$ cat src/rtl/pic_fe_pkg.sv
package pic_fe_pkg;

    localparam int DATA_W   = 8;
    localparam int LEVEL_W  = 3;
    localparam int BASE_W   = 5;
    localparam int CODE_W   = 3;

    // bit positions that the command decode depends on
    localparam int START_BIT = 4;
    localparam int MODE_BIT  = 3;
    localparam int POLL_BIT  = 2;
    localparam int SFN_BIT   = 4;
    localparam int BASE_LSB  = DATA_W - BASE_W;

    localparam logic [DATA_W-1:0] CASC_DEFAULT = DATA_W'(7);

    typedef enum logic [2:0] {
        WK_NONE,
        WK_START,
        WK_ODD,
        WK_PRIO,
        WK_MODE
    } wkind_e;

    typedef enum logic [2:0] {
        ST_OFF,
        ST_BASE,
        ST_CASC,
        ST_OPT,
        ST_RUN
    } seq_e;

    typedef struct packed {
        logic [CODE_W-1:0]  code;
        logic [LEVEL_W-1:0] level;
    } prio_cmd_t;

    function automatic wkind_e classify(input logic wr, input logic odd,
                                        input logic [DATA_W-1:0] d);
        if (!wr)               return WK_NONE;
        if (odd)               return WK_ODD;
        if (d[START_BIT])      return WK_START;
        if (d[MODE_BIT])       return WK_MODE;
        return WK_PRIO;
    endfunction

    // codes that carry an action for the priority logic
    function automatic logic code_acts(input logic [CODE_W-1:0] c);
        return !(c == 3'b000 || c == 3'b010 || c == 3'b100);
    endfunction

endpackage

$ cat src/rtl/pic_init_seq.sv
module pic_init_seq
    import pic_fe_pkg::*;
(
    input  logic              clk,
    input  logic              rst,
    input  wkind_e            kind,
    input  logic [DATA_W-1:0] wdata,
    output logic              start,
    output logic              running,
    output logic              prio_restore,
    output logic [BASE_W-1:0] vec_base,
    output logic [DATA_W-1:0] cascade_id,
    output logic              nested_special
);

    seq_e state_q;

    assign start   = (kind == WK_START);
    assign running = (state_q == ST_RUN);

    always_ff @(posedge clk) begin
        if (rst) begin
            state_q        <= ST_OFF;
            prio_restore   <= 1'b0;
            vec_base       <= '0;
            cascade_id     <= CASC_DEFAULT;
            nested_special <= 1'b0;
        end else begin
            prio_restore <= start;
            if (start) begin
                state_q        <= ST_BASE;
                cascade_id     <= CASC_DEFAULT;
                nested_special <= 1'b0;
            end else if (kind == WK_ODD) begin
                unique case (state_q)
                    ST_BASE: begin
                        vec_base <= wdata[DATA_W-1:BASE_LSB];
                        state_q  <= ST_CASC;
                    end
                    ST_CASC: begin
                        cascade_id <= wdata;
                        state_q    <= ST_OPT;
                    end
                    ST_OPT: begin
                        nested_special <= wdata[SFN_BIT];
                        state_q        <= ST_RUN;
                    end
                    default: state_q <= state_q;
                endcase
            end
        end
    end

    assert_seq_done_R3: assert property (@(posedge clk) disable iff (rst)
        (state_q == ST_OPT && kind == WK_ODD) |=> running);

    assert_start_drops_R2: assert property (@(posedge clk) disable iff (rst)
        start |=> (!running && prio_restore && cascade_id == CASC_DEFAULT));

endmodule

$ cat src/rtl/pic_ocw_decode.sv
module pic_ocw_decode
    import pic_fe_pkg::*;
(
    input  logic               clk,
    input  logic               rst,
    input  wkind_e             kind,
    input  logic [DATA_W-1:0]  wdata,
    input  logic               start,
    input  logic               running,
    input  logic               rd_en,
    output logic [DATA_W-1:0]  mask_q,
    output logic               smm_q,
    output logic               sel_isr_q,
    output logic               poll_q,
    output logic               cmd_valid,
    output prio_cmd_t          cmd_q
);

    logic [1:0]  smm_field;
    logic [1:0]  sel_field;
    prio_cmd_t   cmd_in;
    logic        cmd_fire;

    assign smm_field    = wdata[6:5];
    assign sel_field    = wdata[1:0];
    assign cmd_in.code  = wdata[DATA_W-1:DATA_W-CODE_W];
    assign cmd_in.level = wdata[LEVEL_W-1:0];
    assign cmd_fire     = running && kind == WK_PRIO && code_acts(cmd_in.code);

    always_ff @(posedge clk) begin
        if (rst) begin
            mask_q    <= '0;
            smm_q     <= 1'b0;
            sel_isr_q <= 1'b0;
            poll_q    <= 1'b0;
            cmd_valid <= 1'b0;
            cmd_q     <= '0;
        end else begin
            cmd_valid <= cmd_fire;
            if (cmd_fire) cmd_q <= cmd_in;
            if (rd_en) poll_q <= 1'b0;
            if (start) begin
                mask_q    <= '0;
                smm_q     <= 1'b0;
                sel_isr_q <= 1'b0;
                poll_q    <= 1'b0;
            end else if (running) begin
                if (kind == WK_ODD) mask_q <= wdata;
                if (kind == WK_MODE) begin
                    if (smm_field[1])   smm_q     <= smm_field[0];
                    if (sel_field[1])   sel_isr_q <= sel_field[0];
                    if (wdata[POLL_BIT]) poll_q   <= 1'b1;
                end
            end
        end
    end

    assert_mask_frozen_R4: assert property (@(posedge clk) disable iff (rst)
        (!running && !start) |=> $stable(mask_q));

    assert_start_clears_R2: assert property (@(posedge clk) disable iff (rst)
        start |=> (mask_q == '0 && !smm_q && !sel_isr_q && !poll_q));

    assert_cmd_source_R6: assert property (@(posedge clk) disable iff (rst)
        cmd_valid |-> $past(kind == WK_PRIO && running));

    assert_poll_consumed_R9: assert property (@(posedge clk) disable iff (rst)
        (rd_en && poll_q && !(running && kind == WK_MODE)) |=> !poll_q);

    assert_idle_no_cmd_R10: assert property (@(posedge clk) disable iff (rst)
        !running |=> !cmd_valid);

endmodule

$ cat src/rtl/pic_rd_mux.sv
module pic_rd_mux
    import pic_fe_pkg::*;
(
    input  logic               rd_en,
    input  logic               addr_odd,
    input  logic               poll_armed,
    input  logic               sel_isr,
    input  logic [DATA_W-1:0]  mask_vec,
    input  logic [DATA_W-1:0]  req_vec,
    input  logic [DATA_W-1:0]  isr_vec,
    input  logic               pend_valid,
    input  logic [LEVEL_W-1:0] pend_level,
    output logic [DATA_W-1:0]  rdata,
    output logic               poll_ack
);

    logic [DATA_W-1:0] status;

    always_comb begin
        status = '0;
        status[DATA_W-1] = pend_valid;
        if (pend_valid) status[LEVEL_W-1:0] = pend_level;
    end

    assign poll_ack = rd_en && poll_armed;

    always_comb begin
        if (!rd_en)          rdata = '0;
        else if (poll_armed) rdata = status;
        else if (addr_odd)   rdata = mask_vec;
        else if (sel_isr)    rdata = isr_vec;
        else                 rdata = req_vec;
    end

    always_comb begin
        if (poll_ack && rdata[DATA_W-2:LEVEL_W] != '0)
            assert_status_pad_R9: assert (1'b0);
    end

endmodule

$ cat src/rtl/pic_cmd_frontend.sv
module pic_cmd_frontend
    import pic_fe_pkg::*;
(
    input  logic                clk,
    input  logic                rst,
    input  logic                wr_en,
    input  logic                rd_en,
    input  logic                addr_odd,
    input  logic [7:0]          wdata,
    output logic [7:0]          rdata,
    input  logic [7:0]          req_vec,
    input  logic [7:0]          isr_vec,
    input  logic                pend_valid,
    input  logic [2:0]          pend_level,
    output logic [7:0]          mask_vec,
    output logic [4:0]          vec_base,
    output logic [7:0]          cascade_id,
    output logic                nested_special,
    output logic                init_done,
    output logic                special_mask,
    output logic                prio_restore,
    output logic                cmd_valid,
    output logic [2:0]          cmd_code,
    output logic [2:0]          cmd_level,
    output logic                poll_ack
);

    wkind_e    kind;
    logic      start;
    logic      sel_isr;
    logic      poll_armed;
    prio_cmd_t cmd;

    assign kind      = classify(wr_en, addr_odd, wdata);
    assign cmd_code  = cmd.code;
    assign cmd_level = cmd.level;

    pic_init_seq u_seq (
        .clk            (clk),
        .rst            (rst),
        .kind           (kind),
        .wdata          (wdata),
        .start          (start),
        .running        (init_done),
        .prio_restore   (prio_restore),
        .vec_base       (vec_base),
        .cascade_id     (cascade_id),
        .nested_special (nested_special)
    );

    pic_ocw_decode u_ocw (
        .clk       (clk),
        .rst       (rst),
        .kind      (kind),
        .wdata     (wdata),
        .start     (start),
        .running   (init_done),
        .rd_en     (rd_en),
        .mask_q    (mask_vec),
        .smm_q     (special_mask),
        .sel_isr_q (sel_isr),
        .poll_q    (poll_armed),
        .cmd_valid (cmd_valid),
        .cmd_q     (cmd)
    );

    pic_rd_mux u_rd (
        .rd_en      (rd_en),
        .addr_odd   (addr_odd),
        .poll_armed (poll_armed),
        .sel_isr    (sel_isr),
        .mask_vec   (mask_vec),
        .req_vec    (req_vec),
        .isr_vec    (isr_vec),
        .pend_valid (pend_valid),
        .pend_level (pend_level),
        .rdata      (rdata),
        .poll_ack   (poll_ack)
    );

    assert_odd_mask_R5: assert property (@(posedge clk) disable iff (rst)
        (init_done && wr_en && addr_odd) |=> (mask_vec == $past(wdata)));

endmodule

$ cat config.mk
export PLATFORM = sky130hd
export DESIGN_NAME = pic_cmd_frontend
export DESIGN_NICKNAME = d
export VERILOG_FILES = /design/src/rtl/pic_fe_pkg.sv /design/src/rtl/pic_init_seq.sv /design/src/rtl/pic_ocw_decode.sv /design/src/rtl/pic_rd_mux.sv /design/src/rtl/pic_cmd_frontend.sv
export SDC_FILE = /design/constraint.sdc
export NUM_CORES = 1
export LEC_CHECK = 0
export BUFFER_PORTS_ARGS = -buffer_cell sky130_fd_sc_hd__buf_2
export CORE_ASPECT_RATIO = 1.5
export CORE_MARGIN = 2
export CORE_UTILIZATION = 40
export CTS_CLUSTER_DIAMETER = 120
export CTS_CLUSTER_SIZE = 12
export DETAILED_ROUTE_END_ITERATION = 12
export PLACE_DENSITY = 0.68
export SETUP_SLACK_MARGIN = 0.3
export SLEW_MARGIN = 15
export SYNTH_ARGS = -nofsm -noshare
export SYNTH_HDL_FRONTEND = slang
export SYNTH_SLANG_ARGS = --single-unit
$ cat constraint.sdc
create_clock -name clk -period 1.6 [get_ports clk]
set_input_delay 0 -clock clk [delete_from_list [all_inputs] [get_ports clk]]
set_output_delay 0 -clock clk [all_outputs]
set_load 0.005 [all_outputs]
==> qor.yml, run 1 <==
slew_headroom_pct: 68.8
clock-sinks: 36
syn_area_per_cell_um2: 8.75
fin_crit_sh_pct: 86.9
gp_congestion: 0.759
r2r_slack_ns: 0.36
worstPathArrival_ns: 1.39
violations: "DRC"
area_growth_pct: 28.9
skew_ns: 0.00334
fin_cells: 328
maxCapViolations: 0
h-tree-depth: 2
ys_seq_area_share_pct: 39.8
clkLatencyLatePin_ns: 0.29
final-hold-violation-count: 0
drt_iter0_markers: 72
p_leak_uw: 0.000989
seqCellArea_um2: 733
r2r_start: "u_seq.state_q[1]"
grt_pass1_vias: 1524
post-place-ws_ns: 0.195
path_clk_slew_ns: 0.07
min_to: "u_ocw.sel_isr_q"
multi_input_area_um2: 991
die_y_um: 86.4
io_buffers: 73
drc: 7
syn_inst: 207
rr_worst_depth: 4
cts_buffer_depth: 2
cts_buffers: 5
num_antenna_cells: 0
dp_hpwl_um: 3300
endpoint_kind: "primary output"
rsz0062_at_grt: "yes"
worstPathRequired_ns: 1.60
nets: 312
syn_nets: 240
dr.pass1.iters: 8
worstSetupStartpointType: "flip-flop"
hold_path.class: "input pin to flip-flop"
pin_count: 74
drive_gt1_share_pct: 37.9
final-max-slew-violation-count: 0
grt_max_degree: 26
fillers: 444
wl_per_cell_um: 13.9
worstSetupPathType: "flip-flop to primary output"
cts_tree: "yes"
path_max_fanout: 9
viasPerCell: 5.34
synth_area_mm2: 0.00181
vias: 1752
p_total_uw: 1750
rows: 30
status: "finished, violations left"
final_antenna_net_count: 0
core_area_mm2: 0.00443
p_per_area_mw_per_mm2: 750
setup_viol: 0
yosysWarnings: 0
max_freq_mhz: 719
fin_crit_ns: 1.39
die-area_mm2: 0.00509
cts_hold_buffers: 0
antenna_found_initial: 0
grt_first_pass_wirelength_um: 7270
reg2reg_to: "u_ocw.mask_q[2]"
setup_tns_ns: 0
ir_worst_vdd_v: 0.000450
yosysUniqueCellTypes: 35
initial_core_util_pct: 40.9
tightestPinTransition_ns: 0.466
overflow: 0
dp_cells: 317
hp-start: "wdata[0]"
routed_wirelength_um: 4570
gr-usage-all-layers_pct: 18.5
synth_seq_cells: 36
fin_ws_ns: 0.209
cts-root-buf: "clkbuf_8"
hold_path_depth: 3
die_x_um: 59.0
[metal layers]
| layer | up-vias | part of all wire (%) | global-route usage (%) |
|---|---|---|---|
| met4 | 0 | 2.5 | 7.85 |
| met1 | 791 | 41 | 23.2 |
| met3 | 8 | 6.8 | 4.03 |
| li1 | 892 | - | - |
| met2 | 61 | 49 | 30.2 |
| met5 | - | 0 | 0 |
[logic make-up (layout without fill, tap and decap cells)]
| kind of cell | after synthesis | in the layout | synth area share (%) |
|---|---|---|---|
| compound gates | 43 | 43 | 13.1 |
| buf+inv | 21 | 94 | 5.87 |
| flops | 36 | 36 | 39.8 |
| mux | 30 | 30 | 17.1 |
| simple gates | 77 | 77 | 24.2 |
[area by class of cell]
class,count,area share (%)
inverter,5,0.804
sequential,36,31.4
timing repair buffer,81,18.9
clock buffer,8,3.86
multi-input combinational,150,42.4
tap,48,2.57
[state kept, by name (all words and copies together) (netlist names)]
| register | flops |
|---|---|
| u_ocw.sel_isr_q | 1 |
| u_seq.cascade_id | 8 |
| u_ocw.cmd_valid | 1 |
| u_seq.state_q | 3 |
| u_ocw.smm_q | 1 |
| u_ocw.mask_q | 8 |
| u_ocw.poll_q | 1 |
| u_seq.vec_base | 5 |
| u_ocw.cmd_q | 6 |
| u_seq.prio_restore | 1 |
| u_seq.nested_special | 1 |
[critical path, stage by stage, from the launching register on]
cell and delay, ns:
dfxtp_4 0.41, mux2_2 0.34, mux2i_1 0.12, o21ai_0 0.09
buf_2 0.14
[through the flow]
stage	util [%]	instance area, µm²	hold WS, ns
final	52.7	2330	0.0100
after global routing	52.7	2330	0.00922
after CTS	52.0	2300	0.00228
after detailed placement	49.4	2190	0.314
after global placement	49.4	2190	0.306
after floorplan	-	1810	0.126
[timing repair]
| action | CTS | global route |
|---|---|---|
| resized for setup | 4 | 13 |
| pin swaps | 1 | 3 |
| endpoints found under the setup margin | 23 | 39 |
| buffers inserted | 1 | 2 |
| hold endpoints to repair | 0 | 0 |
[Yosys cell counts]
library cell | instances | area [µm²]
a21oi_1 | 19 | 95.1
a31o_2 | 2 | 17.5
a41oi_1 | 1 | 8.76
and2_1 | 4 | 25.0
and2b_1 | 1 | 7.51
and3b_1 | 2 | 17.5
and4b_1 | 1 | 10.0
and4bb_1 | 1 | 12.5
buf_2 | 6 | 30.0
buf_4 | 1 | 7.51
buf_6 | 2 | 22.5
clkbuf_1 | 6 | 22.5
clkbuf_2 | 1 | 5.00
clkinv_1 | 1 | 3.75
dfxtp_1 | 36 | 721
inv_1 | 4 | 15.0
mux2_2 | 8 | 90.1
mux2i_1 | 22 | 220
nand2_1 | 15 | 56.3
nand2b_1 | 3 | 18.8
nand3_1 | 25 | 125
nand3b_1 | 2 | 15.0
nand4_1 | 5 | 31.3
nand4b_1 | 2 | 17.5
nor2_1 | 6 | 22.5
nor2_4 | 1 | 11.3
nor2b_1 | 1 | 6.26
nor3_1 | 6 | 30.0
nor3b_2 | 1 | 12.5
nor3b_4 | 1 | 18.8
o2111ai_1 | 1 | 8.76
o21a_1 | 1 | 7.51
o21ai_0 | 17 | 85.1
o22ai_1 | 1 | 6.26
o31ai_1 | 1 | 7.51
[placed cells by master (no fill, tap or decap), drive strengths merged, types with 5 or more instances in the layout]
| cell type | synthesis | layout |
|---|---|---|
| dfxtp | 36 | 36 |
| mux2i | 22 | 22 |
| a21oi | 19 | 19 |
| nor3 | 6 | 6 |
| nor2 | 7 | 7 |
| clkbuf | 7 | 8 |
| nand3 | 25 | 25 |
| buf | 9 | 81 |
| nand4 | 5 | 5 |
| mux2 | 8 | 8 |
| nand2 | 15 | 15 |
| o21ai | 17 | 17 |
[power breakdown]
group / internal (µW) / total (µW) / switching (µW) / leakage, µW
Clock: 351 / 664 / 313 / 0.0000455
Combinational: 78.7 / 184 / 106 / 0.000650
Sequential: 897 / 903 / 6.80 / 0.000293
Total: 1330 / 1750 / 426 / 0.000989
[worst max path at each step]
stage                           startpoint             end  slack [ns]  cells past startpoint
after floorplan           u_seq.state_q[0]  u_ocw.cmd_q[0]        0.31                      5
after CTS                  u_ocw.sel_isr_q        rdata[0]        0.20                      4
after global placement    u_seq.state_q[2]  u_ocw.cmd_q[2]        0.26                      3
after global routing       u_ocw.sel_isr_q        rdata[1]        0.11                      4
after detailed placement  u_seq.state_q[2]  u_ocw.cmd_q[1]        0.19                      3
final                      u_ocw.sel_isr_q        rdata[0]        0.21                      4
Note: power is estimated with default switching activity, not from simulation.
==> inputs of run 2 (changes only) <==
--- a/config.mk
+++ b/config.mk
@@ -8,11 +8,10 @@
 export BUFFER_PORTS_ARGS = -buffer_cell sky130_fd_sc_hd__buf_2
 export CORE_ASPECT_RATIO = 1.5
 export CORE_MARGIN = 2
-export CORE_UTILIZATION = 40
+export CORE_UTILIZATION = 25
 export CTS_CLUSTER_DIAMETER = 120
 export CTS_CLUSTER_SIZE = 12
 export DETAILED_ROUTE_END_ITERATION = 12
-export PLACE_DENSITY = 0.68
 export SETUP_SLACK_MARGIN = 0.3
 export SLEW_MARGIN = 15
 export SYNTH_ARGS = -nofsm -noshare
==> run 2 against run 1 <==
Net effect:
- the run now ends clean
- hold slack gained 0.0085 ns
- non-clock buffer count grew 2
- cell area grew 3.6%
- die area grew 56%
- critical path depth grew 1
- flip-flop and latch count is the same
- wire length grew 9.0%
- critical path type unchanged
- largest cell class unchanged
- highest routed layer unchanged
==> qor.yml, run 2 (same netlist as run 1, synthesis figures left out) <==
slew_headroom_pct: 70.6  # +1.8 points
rr_worst_depth: 3  # -1
cts_buffer_depth: 2  # unchanged
reg2reg_to: "u_ocw.cmd_q[4]"
worstPathArrival_ns: 1.44  # +0.05 ns
top_regs: "u_ocw.mask_q: 8 flops, u_seq.cascade_id: 8 flops, u_ocw.cmd_q: 6 flops"
gr-usage-all-layers_pct: 12.0  # -6.5 points
p_leak_uw: 0.00101  # +2.6%
drive_gt1_share_pct: 38.7  # +0.80 points
dr.pass1.iters: 4  # -4
tightestPinTransition_ns: 0.439  # -0.0271 ns
die-area_mm2: 0.00796  # +56%
clock-sinks: 36  # unchanged
worstPathRequired_ns: 1.60  # about the same
skew_ns: 0.00496  # +0.00162 ns
ir_worst_vdd_v: 0.000363  # -19%
endpoint_kind: "primary output"
dp_hpwl_um: 3650  # +10%
mostFrequentLayoutCells: "buf_2 (73), dfxtp_1 (32), nand3_1 (25)"
antenna_found_initial: 0  # unchanged
final_antenna_net_count: 0  # unchanged
setup_tns_ns: 0  # unchanged
num_antenna_cells: 0  # unchanged
setup_viol: 0  # unchanged
worstSetupPathType: "flip-flop to primary output"
stdcell_area_mm2: 0.00242  # +3.6%
clkLatencyLatePin_ns: 0.28  # about the same
viasPerCell: 4.86  # -9.0%
final-max-slew-violation-count: 0  # unchanged
hold_path_depth: 3  # unchanged
fin_crit_sh_pct: 89.7  # +2.8 points
p_per_area_mw_per_mm2: 730  # -2.7%
path_clk_slew_ns: 0.07  # about the same
drc: 0  # -7
hold_path.class: "input pin to flip-flop"
vias: 1760  # +0.46%
cts_tree: "yes"
grt_pass1_vias: 1557  # +2.2%
wl_per_cell_um: 13.8  # -1.2%
gp_congestion: 0.742  # -2.1%
post-place-ws_ns: 0.122  # -0.0727 ns
fin_ws_ns: 0.164  # -0.0446 ns
cts_buffers: 5  # unchanged
hp-start: "wdata[2]"
grt_first_pass_wirelength_um: 7490  # +2.9%
maxCapViolations: 0  # unchanged
nets: 314  # +0.64%
h-tree-depth: 2  # unchanged
core_area_mm2: 0.00713  # +61%
area_growth_pct: 33.5
final_common_cell: "buf_2"
cts-root-buf: "clkbuf_8"
drt_iter0_markers: 60  # -17%
min_to: "u_ocw.cmd_q[2]"
io_buffers: 73  # unchanged
initial_core_util_pct: 25.4  # -16 points
rsz0062_at_grt: "yes"
overflow: 0  # unchanged
r2r_start: "u_seq.state_q[1]"
grt_max_degree: 19  # -27%
status: "finished clean"
worstSetupStartpointType: "flip-flop"
hold_ws_ns: 0.0185  # +0.00846 ns
r2r_slack_ns: 0.39  # +0.03 ns
fin_crit_ns: 1.44  # +0.0446 ns
max_freq_mhz: 697  # -3.1%
rows: 38  # +27%
final-hold-violation-count: 0  # unchanged
die_y_um: 108  # +25%
p_total_uw: 1770  # +0.80%
path_max_fanout: 4  # -5
pin_count: 74  # unchanged
routed_wirelength_um: 4980  # +9.0%
placed_area_mm2: 0.00223  # +1.8%
die_x_um: 73.5  # +25%
==> run 2: changes by cell type in the layout (fill, tap and decap cells not counted), sizes merged <==
cell,previous run,this run
clkinvlp,0,1
clkbuf,8,7
buf,81,83
==> run 2: worst max path at each step <==
stage / start / to / depth (start not counted)
finish: u_ocw.sel_isr_q / rdata[2] / 5
CTS: u_ocw.sel_isr_q / rdata[0] / 4
global route: u_ocw.sel_isr_q / rdata[2] / 5
floorplan: u_seq.state_q[0] / u_ocw.cmd_q[0] / 5
detailed placement: u_seq.state_q[1] / u_seq.cascade_id[6] / 3
global placement: u_seq.state_q[1] / u_seq.cascade_id[1] / 3
==> run 2: power by group <==
part	leakage, µW	total (µW)	switching [µW]	internal, µW
logic	0.000677	188	106	81.8
registers	0.000293	906	7.77	898
clock network	0.0000445	672	323	350
==> run 2: layer usage <==
metal / track usage, % / up-vias / wire, µm / part of all wire [%]
li1: - / 895 / - / -
met1: 14.8 / 802 / 2240 / 45
met2: 20.7 / 56 / 2450 / 49
met3: 1.86 / 7 / 218 / 4.4
met4: 4.55 / 0 / 76 / 1.5
met5: 0 / - / 0 / 0
==> run 2: critical path: stages, from the launching register on <==
cell	delay, ns
dfxtp_4	0.38
buf_6	0.13
mux2_2	0.33
mux2i_1	0.11
o21ai_0	0.07
buf_2	0.13
==> run 2: repair_timing <==
item	CTS	global route
endpoints found under the setup margin	25	36
setup buffers	1	4
pin swaps	1	5
gates resized for setup	5	12
hold buffers	0	0
==> run 2: cell type report <==
type,instances,area (µm²)
Clock buffer,7,86.3
Clock inverter,1,7.51
Fill cell,780,4710
Inverter,5,18.8
Multi-Input combinational cell,150,1010
Sequential cell,36,731
Tap cell,80,100
Timing Repair Buffer,83,469
==> run 2: through the flow <==
stage / util, % / cells
2_1_floorplan: - / 207
3_3_place_gp: 31.2 / 349
3_5_place_dp: 31.2 / 349
4_1_cts: 32.9 / 358
5_1_grt: 33.9 / 362
6_report: 33.9 / 362
==> inputs of run 3 (changes only) <==
--- a/config.mk
+++ b/config.mk
@@ -5,14 +5,13 @@
 export SDC_FILE = /design/constraint.sdc
 export NUM_CORES = 1
 export LEC_CHECK = 0
-export BUFFER_PORTS_ARGS = -buffer_cell sky130_fd_sc_hd__buf_2
 export CORE_ASPECT_RATIO = 1.5
 export CORE_MARGIN = 2
 export CORE_UTILIZATION = 25
 export CTS_CLUSTER_DIAMETER = 120
 export CTS_CLUSTER_SIZE = 12
 export DETAILED_ROUTE_END_ITERATION = 12
-export SETUP_SLACK_MARGIN = 0.3
+export DONT_BUFFER_PORTS = 1
 export SLEW_MARGIN = 15
 export SYNTH_ARGS = -nofsm -noshare
 export SYNTH_HDL_FRONTEND = slang
==> run 3 against run 2 <==
Net effect:
- clock skew is 0.0058 ns higher
- global-route usage increased by 0.61 points
- die area did not move
- critical endpoint is now rdata[7]
- largest cell class unchanged
- highest routed layer unchanged
==> qor.yml, run 3 (same netlist as run 1, synthesis figures left out) <==
grt_first_pass_wirelength_um: 7510  # +0.28%
cp-startpoint: "u_ocw.sel_isr_q"
final-hold-violation-count: 0  # unchanged
hp-start: "wdata[3]"
fin_crit_ns: 1.50  # +0.0632 ns
cts-root-buf: "clkbuf_8"
viasPerCell: 5.29  # +8.9%
nets: 247  # -21%
p_per_area_mw_per_mm2: 923  # +26%
die-area_mm2: 0.00796  # unchanged
path_clk_slew_ns: 0.07  # about the same
clock-sinks: 36  # unchanged
fin_crit_sh_pct: 93.7  # +4.0 points
max_freq_mhz: 667  # -4.2%
drive_gt1_share_pct: 12.1  # -27 points
drc: 0  # unchanged
final_antenna_net_count: 0  # unchanged
routed_wirelength_um: 5130  # +3.0%
grt_util_met1_pct: 14.0  # -0.79 points
cts_buffer_depth: 2  # unchanged
tightestPinTransition_ns: 0.536  # +0.0963 ns
pin_count: 74  # unchanged
grt_pass1_vias: 1418  # -8.9%
gr-usage-all-layers_pct: 12.6  # +0.61 points
cts_tree: "yes"
path_buf_inv: 0  # -2
grt_use_met3_pct: 3.91  # +2.1 points
path_max_fanout: 9  # +5
final_common_cell: "dfxtp_1"
stdcell_area_mm2: 0.00210  # -13%
gp_congestion: 0.719  # -3.1%
die_x_um: 73.5  # unchanged
r2r_start: "u_seq.state_q[1]"
crit_family: "flip-flops"
worstPathRequired_ns: 1.60  # about the same
setup_viol: 0  # unchanged
dp_hpwl_um: 3540  # -2.8%
cpPeakStageDelay_ns: 0.58  # +0.20 ns
grt_max_degree: 17  # -2
initial_core_util_pct: 25.4  # unchanged
p_leak_uw: 0.000691  # -32%
worstSetupStartpointType: "flip-flop"
setup_tns_ns: 0  # unchanged
skew_ns: 0.0107  # +0.00576 ns
num_antenna_cells: 0  # unchanged
slowest_stage: "dfxtp_1"
endpoint_kind: "primary output"
cp_cell_sequence: "mux2_2, mux2i_1, o21ai_0"
drt_iter0_markers: 59  # -1.7%
maxCapViolations: 0  # unchanged
cts_setup_buffers: 0  # -1
overflow: 0  # unchanged
dr.pass1.iters: 4  # unchanged
status: "finished clean"
rows: 38  # unchanged
grt_use_met2_pct: 21.9  # +1.3 points
area_growth_pct: 16.0
vias: 1562  # -11%
mostFrequentLayoutCells: "dfxtp_1 (36), nand3_1 (25), mux2i_1 (22)"
ir_worst_vdd_v: 0.000292  # -20%
antenna_found_initial: 0  # unchanged
top_regs: "u_ocw.mask_q: 8 flops, u_seq.cascade_id: 8 flops, u_ocw.cmd_q: 6 flops"
clkLatencyLatePin_ns: 0.29  # about the same
worstPathArrival_ns: 1.50  # +0.06 ns
die_y_um: 108  # unchanged
cts_buffers: 5  # unchanged
core_area_mm2: 0.00713  # unchanged
final-max-slew-violation-count: 0  # unchanged
slew_headroom_pct: 64.2  # -6.4 points
grt_busiest_layer: "met2"
placed_area_mm2: 0.00185  # -17%
hold_ws_ns: 0.0204  # +0.00191 ns
wl_per_cell_um: 17.4  # +26%
worstSetupPathType: "flip-flop to primary output"
rsz0062_at_grt: "no"
hold_path.class: "input pin to flip-flop"
h-tree-depth: 2  # unchanged
io_buffers: 0  # -100%
==> run 3: per-stage QoR <==
step	util [%]	std cells	power [µW]	worst slack, ns
global placement	26.0	275	1020	0.244
CTS	29.5	295	1960	0.0646
detailed placement	26.0	275	1030	0.210
finish	29.5	295	1940	0.101
floorplan	-	207	1030	0.298
global route	29.5	295	2000	0.0102
==> run 3: final timing paths <==
kind,endpoint,depth (start not counted),slack (ns)
worst min register to register,u_ocw.cmd_q[5],2,0.48
worst max register to register,u_seq.cascade_id[3],3,0.24
worst min-delay path,u_ocw.smm_q,3,0.02
worst max-delay path,rdata[7],3,0.10
==> run 3: worst register-to-register path, stage by stage (launching register included) <==
cell and delay, ns:
dfxtp_1 0.43, nand4b_1 0.26, nor2_4 0.37, mux2i_1 0.22
==> run 3: repair_timing <==
action                                  in CTS  in global routing
endpoints found under the hold margin       34                  0
hold buffers                                12                  0
endpoints found under the setup margin       0                  3
gates resized for setup                      0                  1
==> run 3: metal layers <==
metal / wire [µm] / share of wire (%) / up-vias
li1: - / - / 760
met1: 2050 / 40 / 730
met2: 2580 / 50 / 65
met3: 416 / 8.1 / 7
met4: 86 / 1.7 / 0
met5: 0 / 0 / -
==> run 3: layout make-up <==
| type | instances | area (µm²) |
|---|---|---|
| multi-input cells | 150 | 985 |
| fillers | 768 | 5030 |
| well taps | 80 | 100 |
| repair buffers | 16 | 150 |
| clock inverters | 1 | 30.0 |
| clock buffers | 7 | 96.3 |
| flip-flops and latches | 36 | 721 |
| inverters | 5 | 18.8 |
==> run 3: report_power, final <==
group          total, µW  switching (µW)  internal, µW
sequential           908            7.92           900
combinational        142            80.5          61.7
clock                889             339           550
